## src/rtl/errinj_pkg.sv

```systemverilog
package errinj_pkg;

  localparam int NUM_FIELDS = 6;
  localparam int ANY_BIT    = 31;

  // register offsets; fields 0..5 must stay in match-field order
  typedef enum logic [3:0] {
    REG_DIMM    = 4'd0,
    REG_RANK    = 4'd1,
    REG_CHAN    = 4'd2,
    REG_BANK    = 4'd3,
    REG_PAGE    = 4'd4,
    REG_COL     = 4'd5,
    REG_ECCMASK = 4'd6,
    REG_SECTION = 4'd7,
    REG_TYPE    = 4'd8,
    REG_ENABLE  = 4'd9
  } regAddr_e;

  // strobes from control to datapath
  typedef struct packed {
    logic       armed;
    logic       doEcc;
    logic       doParity;
    logic [1:0] section;
  } injCtl_t;

  function automatic int maxWidth(int a, int b, int c, int d, int e, int f);
    int m;
    m = a;
    if (b > m) m = b;
    if (c > m) m = c;
    if (d > m) m = d;
    if (e > m) m = e;
    if (f > m) m = f;
    return m;
  endfunction

endpackage

```

## src/rtl/errinj_ctrl.sv

```systemverilog
module errinj_ctrl
  import errinj_pkg::*;
#(
  parameter int NF      = 6,
  parameter int MAXW    = 16,
  parameter int CHECK_W = 16,
  parameter logic [NF-1:0][MAXW-1:0] FIELD_MASK = '1
) (
  input  logic               clk,
  input  logic               rstN,
  input  logic               regWrEn,
  input  logic [3:0]         regAddr,
  input  logic [31:0]        regWrData,
  output logic [31:0]        regRdData,
  output logic [MAXW-1:0]    fieldVal [NF],
  output logic [NF-1:0]      fieldAny,
  output logic [CHECK_W-1:0] eccMask,
  output injCtl_t            ctl,
  input  logic               fire
);

  logic [1:0] section;
  logic [2:0] typeBits;
  logic       enable;
  logic       enWrite;

  assign enWrite = regWrEn && (regAddr == REG_ENABLE);

  // one register pair per match field
  for (genvar gi = 0; gi < NF; gi++) begin : g_field
    always_ff @(posedge clk) begin
      if (!rstN) begin
        fieldVal[gi] <= '0;
        fieldAny[gi] <= 1'b1;
      end else if (regWrEn && regAddr == 4'(gi)) begin
        fieldVal[gi] <= regWrData[MAXW-1:0] & FIELD_MASK[gi];
        fieldAny[gi] <= regWrData[ANY_BIT];
      end
    end
  end

  always_ff @(posedge clk) begin
    if (!rstN) begin
      eccMask  <= '0;
      section  <= '0;
      typeBits <= '0;
    end else if (regWrEn) begin
      if (regAddr == REG_ECCMASK) eccMask  <= regWrData[CHECK_W-1:0];
      if (regAddr == REG_SECTION) section  <= regWrData[1:0];
      if (regAddr == REG_TYPE)    typeBits <= regWrData[2:0];
    end
  end

  // software write wins over the one-shot self clear
  always_ff @(posedge clk) begin
    if (!rstN)                      enable <= 1'b0;
    else if (enWrite)               enable <= |regWrData;
    else if (fire && !typeBits[0])  enable <= 1'b0;
  end

  always_comb begin
    ctl.armed    = enable;
    ctl.doEcc    = typeBits[1];
    ctl.doParity = typeBits[2];
    ctl.section  = section;
  end

  always_comb begin
    regRdData = '0;
    for (int i = 0; i < NF; i++) begin
      if (regAddr == 4'(i)) begin
        regRdData[MAXW-1:0] = fieldVal[i];
        regRdData[ANY_BIT]  = fieldAny[i];
      end
    end
    case (regAddr)
      REG_ECCMASK: regRdData[CHECK_W-1:0] = eccMask;
      REG_SECTION: regRdData[1:0]         = section;
      REG_TYPE:    regRdData[2:0]         = typeBits;
      REG_ENABLE:  regRdData[0]           = enable;
      default: ;
    endcase
  end

  // a one-shot injection disarms the unit
  a_r6_oneshot_clears: assert property (@(posedge clk) disable iff (!rstN)
    (fire && !typeBits[0] && !enWrite) |=> !enable);

  // repeat mode keeps the unit armed
  a_r7_repeat_holds: assert property (@(posedge clk) disable iff (!rstN)
    (fire && typeBits[0] && !enWrite) |=> enable);

  // a non-zero enable write arms, even during a one-shot injection
  a_r8_write_arms: assert property (@(posedge clk) disable iff (!rstN)
    (enWrite && (|regWrData)) |=> enable);

  // no injection while disarmed
  a_r3_fire_needs_arm: assert property (@(posedge clk) disable iff (!rstN)
    fire |-> enable);

endmodule

```

## src/rtl/errinj_dpath.sv

```systemverilog
module errinj_dpath
  import errinj_pkg::*;
#(
  parameter int NF      = 6,
  parameter int MAXW    = 16,
  parameter int CHECK_W = 16
) (
  input  logic               clk,
  input  logic               rstN,
  input  logic               accValid,
  input  logic               accWrite,
  input  logic [MAXW-1:0]    accField [NF],
  input  logic [MAXW-1:0]    fieldVal [NF],
  input  logic [NF-1:0]      fieldAny,
  input  logic [CHECK_W-1:0] eccMask,
  input  injCtl_t            ctl,
  output logic               fire,
  output logic [CHECK_W-1:0] eccXor,
  output logic [1:0]         parXor
);

  localparam int HI_W = CHECK_W / 2;
  localparam int LO_W = CHECK_W - HI_W;

  logic [NF-1:0]      fieldHit;
  logic               hasEffect;
  logic [CHECK_W-1:0] halfMask;

  for (genvar gi = 0; gi < NF; gi++) begin : g_cmp
    assign fieldHit[gi] = fieldAny[gi] || (accField[gi] == fieldVal[gi]);
  end

  assign hasEffect = (ctl.doEcc || ctl.doParity) && (ctl.section != 2'b00);
  assign fire      = ctl.armed && accValid && accWrite && (&fieldHit) && hasEffect;
  assign halfMask  = {{HI_W{ctl.section[1]}}, {LO_W{ctl.section[0]}}};
  assign eccXor    = (fire && ctl.doEcc)    ? (eccMask & halfMask) : '0;
  assign parXor    = (fire && ctl.doParity) ? ctl.section          : 2'b00;

  // reads and idle cycles are never corrupted
  a_r3_write_only: assert property (@(posedge clk) disable iff (!rstN)
    !(accValid && accWrite) |-> (fire == 1'b0 && eccXor == '0 && parXor == 2'b00));

  // outputs stay quiet without an injection
  a_r5_quiet_idle: assert property (@(posedge clk) disable iff (!rstN)
    !fire |-> (eccXor == '0 && parXor == 2'b00));

  // a low-only select never touches the high half
  a_r4_low_only: assert property (@(posedge clk) disable iff (!rstN)
    (ctl.section == 2'b01) |-> (eccXor[CHECK_W-1:LO_W] == '0 && !parXor[1]));

  // a hit needs every non-wildcard field equal
  a_r2_all_fields: assert property (@(posedge clk) disable iff (!rstN)
    fire |-> ($countones(fieldHit) == NF));

endmodule

```

## src/rtl/errinj_top.sv

```systemverilog
module errinj_top
  import errinj_pkg::*;
#(
  parameter int DIMM_W  = 2,
  parameter int RANK_W  = 2,
  parameter int CHAN_W  = 2,
  parameter int BANK_W  = 3,
  parameter int PAGE_W  = 16,
  parameter int COL_W   = 10,
  parameter int CHECK_W = 16
) (
  input  logic               clk,
  input  logic               rstN,
  input  logic               regWrEn,
  input  logic [3:0]         regAddr,
  input  logic [31:0]        regWrData,
  output logic [31:0]        regRdData,
  input  logic               accValid,
  input  logic               accWrite,
  input  logic [DIMM_W-1:0]  accDimm,
  input  logic [RANK_W-1:0]  accRank,
  input  logic [CHAN_W-1:0]  accChannel,
  input  logic [BANK_W-1:0]  accBank,
  input  logic [PAGE_W-1:0]  accPage,
  input  logic [COL_W-1:0]   accColumn,
  output logic               injValid,
  output logic [CHECK_W-1:0] eccXor,
  output logic [1:0]         parXor
);

  localparam int NF   = NUM_FIELDS;
  localparam int MAXW = maxWidth(DIMM_W, RANK_W, CHAN_W, BANK_W, PAGE_W, COL_W);
  localparam logic [NF-1:0][MAXW-1:0] FIELD_MASK = {
    MAXW'((64'(1) << COL_W)  - 1),
    MAXW'((64'(1) << PAGE_W) - 1),
    MAXW'((64'(1) << BANK_W) - 1),
    MAXW'((64'(1) << CHAN_W) - 1),
    MAXW'((64'(1) << RANK_W) - 1),
    MAXW'((64'(1) << DIMM_W) - 1)
  };

  logic [MAXW-1:0]    accField [NF];
  logic [MAXW-1:0]    fieldVal [NF];
  logic [NF-1:0]      fieldAny;
  logic [CHECK_W-1:0] eccMask;
  injCtl_t            ctl;
  logic               fire;

  assign accField[0] = MAXW'(accDimm);
  assign accField[1] = MAXW'(accRank);
  assign accField[2] = MAXW'(accChannel);
  assign accField[3] = MAXW'(accBank);
  assign accField[4] = MAXW'(accPage);
  assign accField[5] = MAXW'(accColumn);

  errinj_ctrl #(
    .NF(NF), .MAXW(MAXW), .CHECK_W(CHECK_W), .FIELD_MASK(FIELD_MASK)
  ) u_ctrl (
    .clk(clk), .rstN(rstN),
    .regWrEn(regWrEn), .regAddr(regAddr), .regWrData(regWrData), .regRdData(regRdData),
    .fieldVal(fieldVal), .fieldAny(fieldAny), .eccMask(eccMask),
    .ctl(ctl), .fire(fire)
  );

  errinj_dpath #(
    .NF(NF), .MAXW(MAXW), .CHECK_W(CHECK_W)
  ) u_dpath (
    .clk(clk), .rstN(rstN),
    .accValid(accValid), .accWrite(accWrite), .accField(accField),
    .fieldVal(fieldVal), .fieldAny(fieldAny), .eccMask(eccMask),
    .ctl(ctl), .fire(fire), .eccXor(eccXor), .parXor(parXor)
  );

  assign injValid = fire;

endmodule

```

## config.mk

```make
export PLATFORM = sky130hd
export DESIGN_NAME = errinj_top
export DESIGN_NICKNAME = d
export VERILOG_FILES = /design/src/rtl/errinj_pkg.sv /design/src/rtl/errinj_ctrl.sv /design/src/rtl/errinj_dpath.sv /design/src/rtl/errinj_top.sv
export SDC_FILE = /design/constraint.sdc
export NUM_CORES = 1
export LEC_CHECK = 0
export ABC_AREA = 1
export BUFFER_PORTS_ARGS = -buffer_cell sky130_fd_sc_hd__buf_2
export CAP_MARGIN = 20
export CORE_ASPECT_RATIO = 0.75
export CORE_MARGIN = 4
export CORE_UTILIZATION = 41
export CTS_CLUSTER_SIZE = 40
export DETAILED_ROUTE_END_ITERATION = 7
export PLACE_DENSITY = 0.75
export SLEW_MARGIN = 5
export SYNTH_ARGS = -nofsm -noshare
export SYNTH_HDL_FRONTEND = slang
export SYNTH_HIERARCHICAL = 1
export SYNTH_SLANG_ARGS = --single-unit
export TNS_END_PERCENT = 5
```

## constraint.sdc

```tcl
create_clock -name clk -period 4.9 [get_ports clk]
set_input_delay 0.98 -clock clk [delete_from_list [all_inputs] [get_ports clk]]
set_output_delay 0.98 -clock clk [all_outputs]
set_load 0.05 [all_outputs]
```

# Yosys cells after proc, flatten, opt, wreduce, memory -nomap -nowiden
# Cells that the tools add are included.
# word_totals
regBits,63
latch_bits,0
ramBits,0
romBits,0
input_bits,76
output_inout_bits,51
word_cells,83
n_memories,0
# classes
add_sub_neg,0
n_mul,0
div_mod_pow,0
n_lt_le_gt_ge,0
eq_ne,15
shifts,0
mux,20
bitwise_logic,1
n_reduce_logical,31
# ops
op,n
$mux 16,3
$reduce_or 32->1,1
$and 16x16->16,1
$eq 16x16->1,1
$eq 4x3->1 const B,4
$logic_and 1x1->1,15
$mux 13,1
$eq 10x10->1,1
$eq 4x2->1 const B,2
$eq 4x4->1 const B,2
$mux 1,8
$mux 2,4
$logic_or 1x1->1,7
$eq 2x2->1,3
$reduce_and 2->1,3
$reduce_and 6->1,1
$eq 4x1->1 const B,1
$logic_not 4->1,1
$pmux 1 s4,1
$reduce_bool 2->1,2
$eq 3x3->1,1
$mux 3,1
$pmux 1 s3,1
$pmux 1 s2,1
$logic_not 1->1,1

# Longest topological paths before layout
# depth
depth_word,8
mapped_depth,17
ltp_nobuf,16

# Cells and area by module
# The synthesis kept the hierarchy.
# by_module_without_submodules
module,n_inst,cells_per_inst,area_per_inst_um2,seq_area_each_um2
errinj_ctrl,1,495,3538.4,1261.2
errinj_dpath,1,486,2038.2,0.0
errinj_top,1,1,3.8,0.0

# Worst setup path before layout
# OpenSTA, ideal clock, no wires.
# synth_path
path_type,input to output
from,in regAddr[2]
to,out regRdData[10]
arrival_ns,2.602
t_required_ns,3.920
path_slack_ns,1.318
path_stages,5
n_path_buf,1
path_cell_list,inv_1 > nor2_4 > nand2_2 > clkbuf_1 > o21ai_0
# synth_via
elab_chain_cells,4
word_cells_on_any_way,6
cone_classes,3 x eq/ne; 3 x mux
# synth_lines
item,line_no,text
from (decl),errinj_top.sv:15,"input logic [3:0] regAddr,"
$eq 4x3->1,errinj_ctrl.sv:71,if (regAddr == 4'(i)) begin
$mux 16 (2 in a row),errinj_ctrl.sv:71,
$mux 13 *,errinj_ctrl.sv:76,case (regAddr)
to (decl),errinj_top.sv:17,"output logic [31:0] regRdData,"
# Every way passes the cells marked *; elsewhere a longest branch is shown, timed or not.

# Worst setup path in the final report
# layout_path
from,in accPage[2]
to,out eccXor[6]
# layout_via
elab_chain_cells,7
# layout_lines
item,line_no,text
from (decl),errinj_top.sv:24,"input logic [PAGE_W-1:0] accPage,"
$eq 16x16->1,errinj_dpath.sv:30,assign fieldHit[gi] = fieldAny[gi] || (accField[gi] == fieldVal[gi]);
$logic_or 1x1->1,errinj_dpath.sv:30,
$reduce_and 6->1,errinj_dpath.sv:34,assign fire = ctl.armed && accValid && accWrite && (&fieldHit) && hasEffect;
$logic_and 1x1->1 (2 in a row),errinj_dpath.sv:34,
$logic_and 1x1->1,errinj_dpath.sv:36,assign eccXor = (fire && ctl.doEcc) ? (eccMask & halfMask) : '0;
$mux 16,errinj_dpath.sv:36,
to (decl),errinj_top.sv:27,"output logic [CHECK_W-1:0] eccXor,"
# Every way passes these cells.

==> impl_metrics.ini <==
[setup_path]
reg2reg_from = u_ctrl/fieldVal[18]
r2r.worst_path.cells = 16
cp_num_buf_inv = 3
path_cells = buf_2 > inv_1 > nand2_1 > nand2_1 > nor2_1 > nand2_1 > nor2_1 > nand2_1 > nand2_1 > nand2_1 > nor2_4 > nand3_4 > nor2_2 > buf_2
required_ns = 3.92
cp-end-kind = output pin
critPathSlowestCell = buf_2
worst-r2r-setup-slack_ns = 3.05
path_delay_family = simple AND/OR/NAND/NOR gates
cpPeakStageDelay_ns = 0.29
cp-start-kind = input pin
crit_type = in2out
critical-path-top-cell-by-count = nand2_1
cp_max_fo = 16
critPathArrivalTime_ns = 2.69
rr_endpoint = u_ctrl/enable

[synthesis]
synth_ff_type = dfxtp_1
synth_cell_types = 30
synth.area.top_cells = dfxtp_1 23%, nand2_1 19%, nor2_1 11%
yosysWarnings = 6
synth.top_cell.area_share_pct = 22.6
synth.most_common_cell = nand2_1
async_flop_share_pct = 0
synthCells = 982
yosysSeqAreaShare_pct = 22.6
synth_enable_flop_cells = 0
ys_seq_elements = 63
synth_top_area_cell = dfxtp_1
synth_commonest_cells = 282 x nand2_1, 168 x nor2_1, 152 x inv_1
syn_area_mm2 = 0.00558
syn_avg_cell_area_um2 = 5.68

[die]
core_area_mm2 = 0.0132
dieArea_mm2 = 0.0156
rows = 36
die_x_um = 143
boundaryPins = 127
floorplan.initialDensity_pct = 42.4
fp.dieH_um = 109

[cts]
post_cts_resized = 0
clockBufferDepth = 2
postCtsSetupBuffers = 0
cts_root_buf = clkbuf_16
clk_latency_ns = 0.33
cts_tree = done
htree_levels = 3
clkTransAtPathRegs_ns = 0.05
cts_made_buffers = 9
cts-hold-fix-buffers = 0
cts.sinks = 63

[detailed_routing]
post_drt_wl_per_cell_um = 10.2
wl_met3_um = 1330
topRoutingLayerUsed = met4
drtIter0Drc = 426
vias_per_cell = 4.19
drt_wl_total_um = 13700
first_pass_iters = 8
route.detailed.drc = 3
drt-met1-wl_um = 6260
ant_nets = 0
wl_met2_um = 5980
vias = 5658

[grt]
grt_pass1_vias = 4696
antenna_found_initial = 0
grt.total_usage_pct = 17.3
grt_overflow = 0
grt_max_degree = 38
grt_pass1_wl_um = 21700

[cells_and_area]
area_growth_pct = 17.2
seqCellArea_mm2 = 0.00126
final_area_mm2 = 0.00654
nNetsFinal = 1251
antenna_cells = 0
multi_input_area_mm2 = 0.00361
drive_gt1_share_pct = 13.5
fin_cells = 1351
fillers = 1394

[placed_design]
io_buffers = 111
dp_hpwl_um = 10800
dp_cells = 1335
place_area_mm2 = 0.00624
gp_congestion = 0.921

[power_and_ir_drop]
ir_drop_mv = 0.168
finalPower_mw = 1.41
powerDensity_mw_per_mm2 = 216
p_leak_nw = 3.58

[min_path]
hp-start = u_ctrl/typeBits[0]
min_path_type = reg2reg
hold_path_end = u_ctrl/typeBits[0]
hold_depth = 2

[sta]
max_freq_mhz = 273
min_period_over_period_pct = 74.9
finalSetupTns_ns = 0
finalSetupViolCount = 0
slew-limit-headroom_pct = 45.6
fin_skew_ns = 0.00461
finalMaxSlewViolations = 0
holdWs_ns = 0.475
grt_setup_unrepaired = false
tightest_slew_ns = 0.811
hold_viol = 0
finalCriticalPeriod_ns = 3.67

[status]
violations = design-rule violations
status = complete, but fails checks

[job]
cap_violations = 0
==> registers in the layout, indices dropped and copies added, names as in the netlist <==
signal and cells:
u_ctrl/fieldAny 6, u_ctrl/enable 1, u_ctrl/fieldVal 35, u_ctrl/eccMask 16
u_ctrl/typeBits 3, u_ctrl/section 2
==> power by group <==
part	total (mW)	internal, mW	switching (mW)
clock network	0.633	0.394	0.240
logic	0.249	0.0816	0.167
registers	0.531	0.522	0.00921
==> metrics by stage <==
stage,worst slack (ns),util (%)
after floorplan,1.32,-
after global placement,1.23,47.5
after detailed placement,1.23,47.5
after CTS,1.21,49.7
after global routing,0.982,49.7
final,1.23,49.7
==> placed cells by master, fill, tap and decap left out, drive strengths merged, types with 7 or more instances in the layout <==
master | netlist | layout
nand2 | 288 | 288
nor2 | 184 | 184
conb | 2 | 177
inv | 156 | 157
buf | 98 | 111
dfxtp | 63 | 63
a21oi | 57 | 57
nand3 | 40 | 40
o21ai | 37 | 37
xor2 | 28 | 28
clkbuf | 6 | 9
o221ai | 7 | 7
==> logic make-up (layout without fill, tap and decap cells) <==
logic type	after synthesis	after routing	share of synthesized area, %
buffers and inverters	263	286	24.4
other	2	177	0.135
AOI/OAI and AO/OA	108	108	10.4
xor gates and xnor gates	28	28	4.39
and+or+nand+nor	518	518	38.0
DFF	63	63	22.6
==> metal layers <==
layer / vias to the layer above / GRT usage [%]
li1: 3094 / -
met1: 2364 / 23.8
met2: 182 / 27.7
met3: 18 / 4.52
met4: 0 / 2.92
met5: - / 0
==> area by class of cell <==
type | instances | area share, %
Clock buffer | 9 | 3.44
Clock inverter | 7 | 1.11
Inverter | 159 | 9.16
Multi-Input combinational cell | 831 | 55.2
Sequential cell | 63 | 19.3
Tap cell | 171 | 3.27
Timing Repair Buffer | 111 | 8.49
==> worst max path at each step <==
stage / cells after the start / from / slack [ns] / endpoint
6_report: 14 / accPage[2] / 1.23 / eccXor[6]
5_1_grt: 13 / accPage[3] / 0.98 / eccXor[15]
4_1_cts: 13 / accPage[2] / 1.21 / eccXor[1]
3_5_place_dp: 13 / accPage[2] / 1.23 / eccXor[1]
3_3_place_gp: 14 / accPage[2] / 1.23 / eccXor[15]
2_1_floorplan: 5 / regAddr[2] / 1.32 / regRdData[10]
==> worst register-to-register path, delay by kind of cell, from the launching register on <==
kind / cells / cell delay, ns
and+or+nand+nor: 14 / 1.27
DFF: 1 / 0.35
AOI/OAI and AO/OA: 1 / 0.08
buffers and inverters: 1 / 0.05
(Power assumes the default switching activity.)
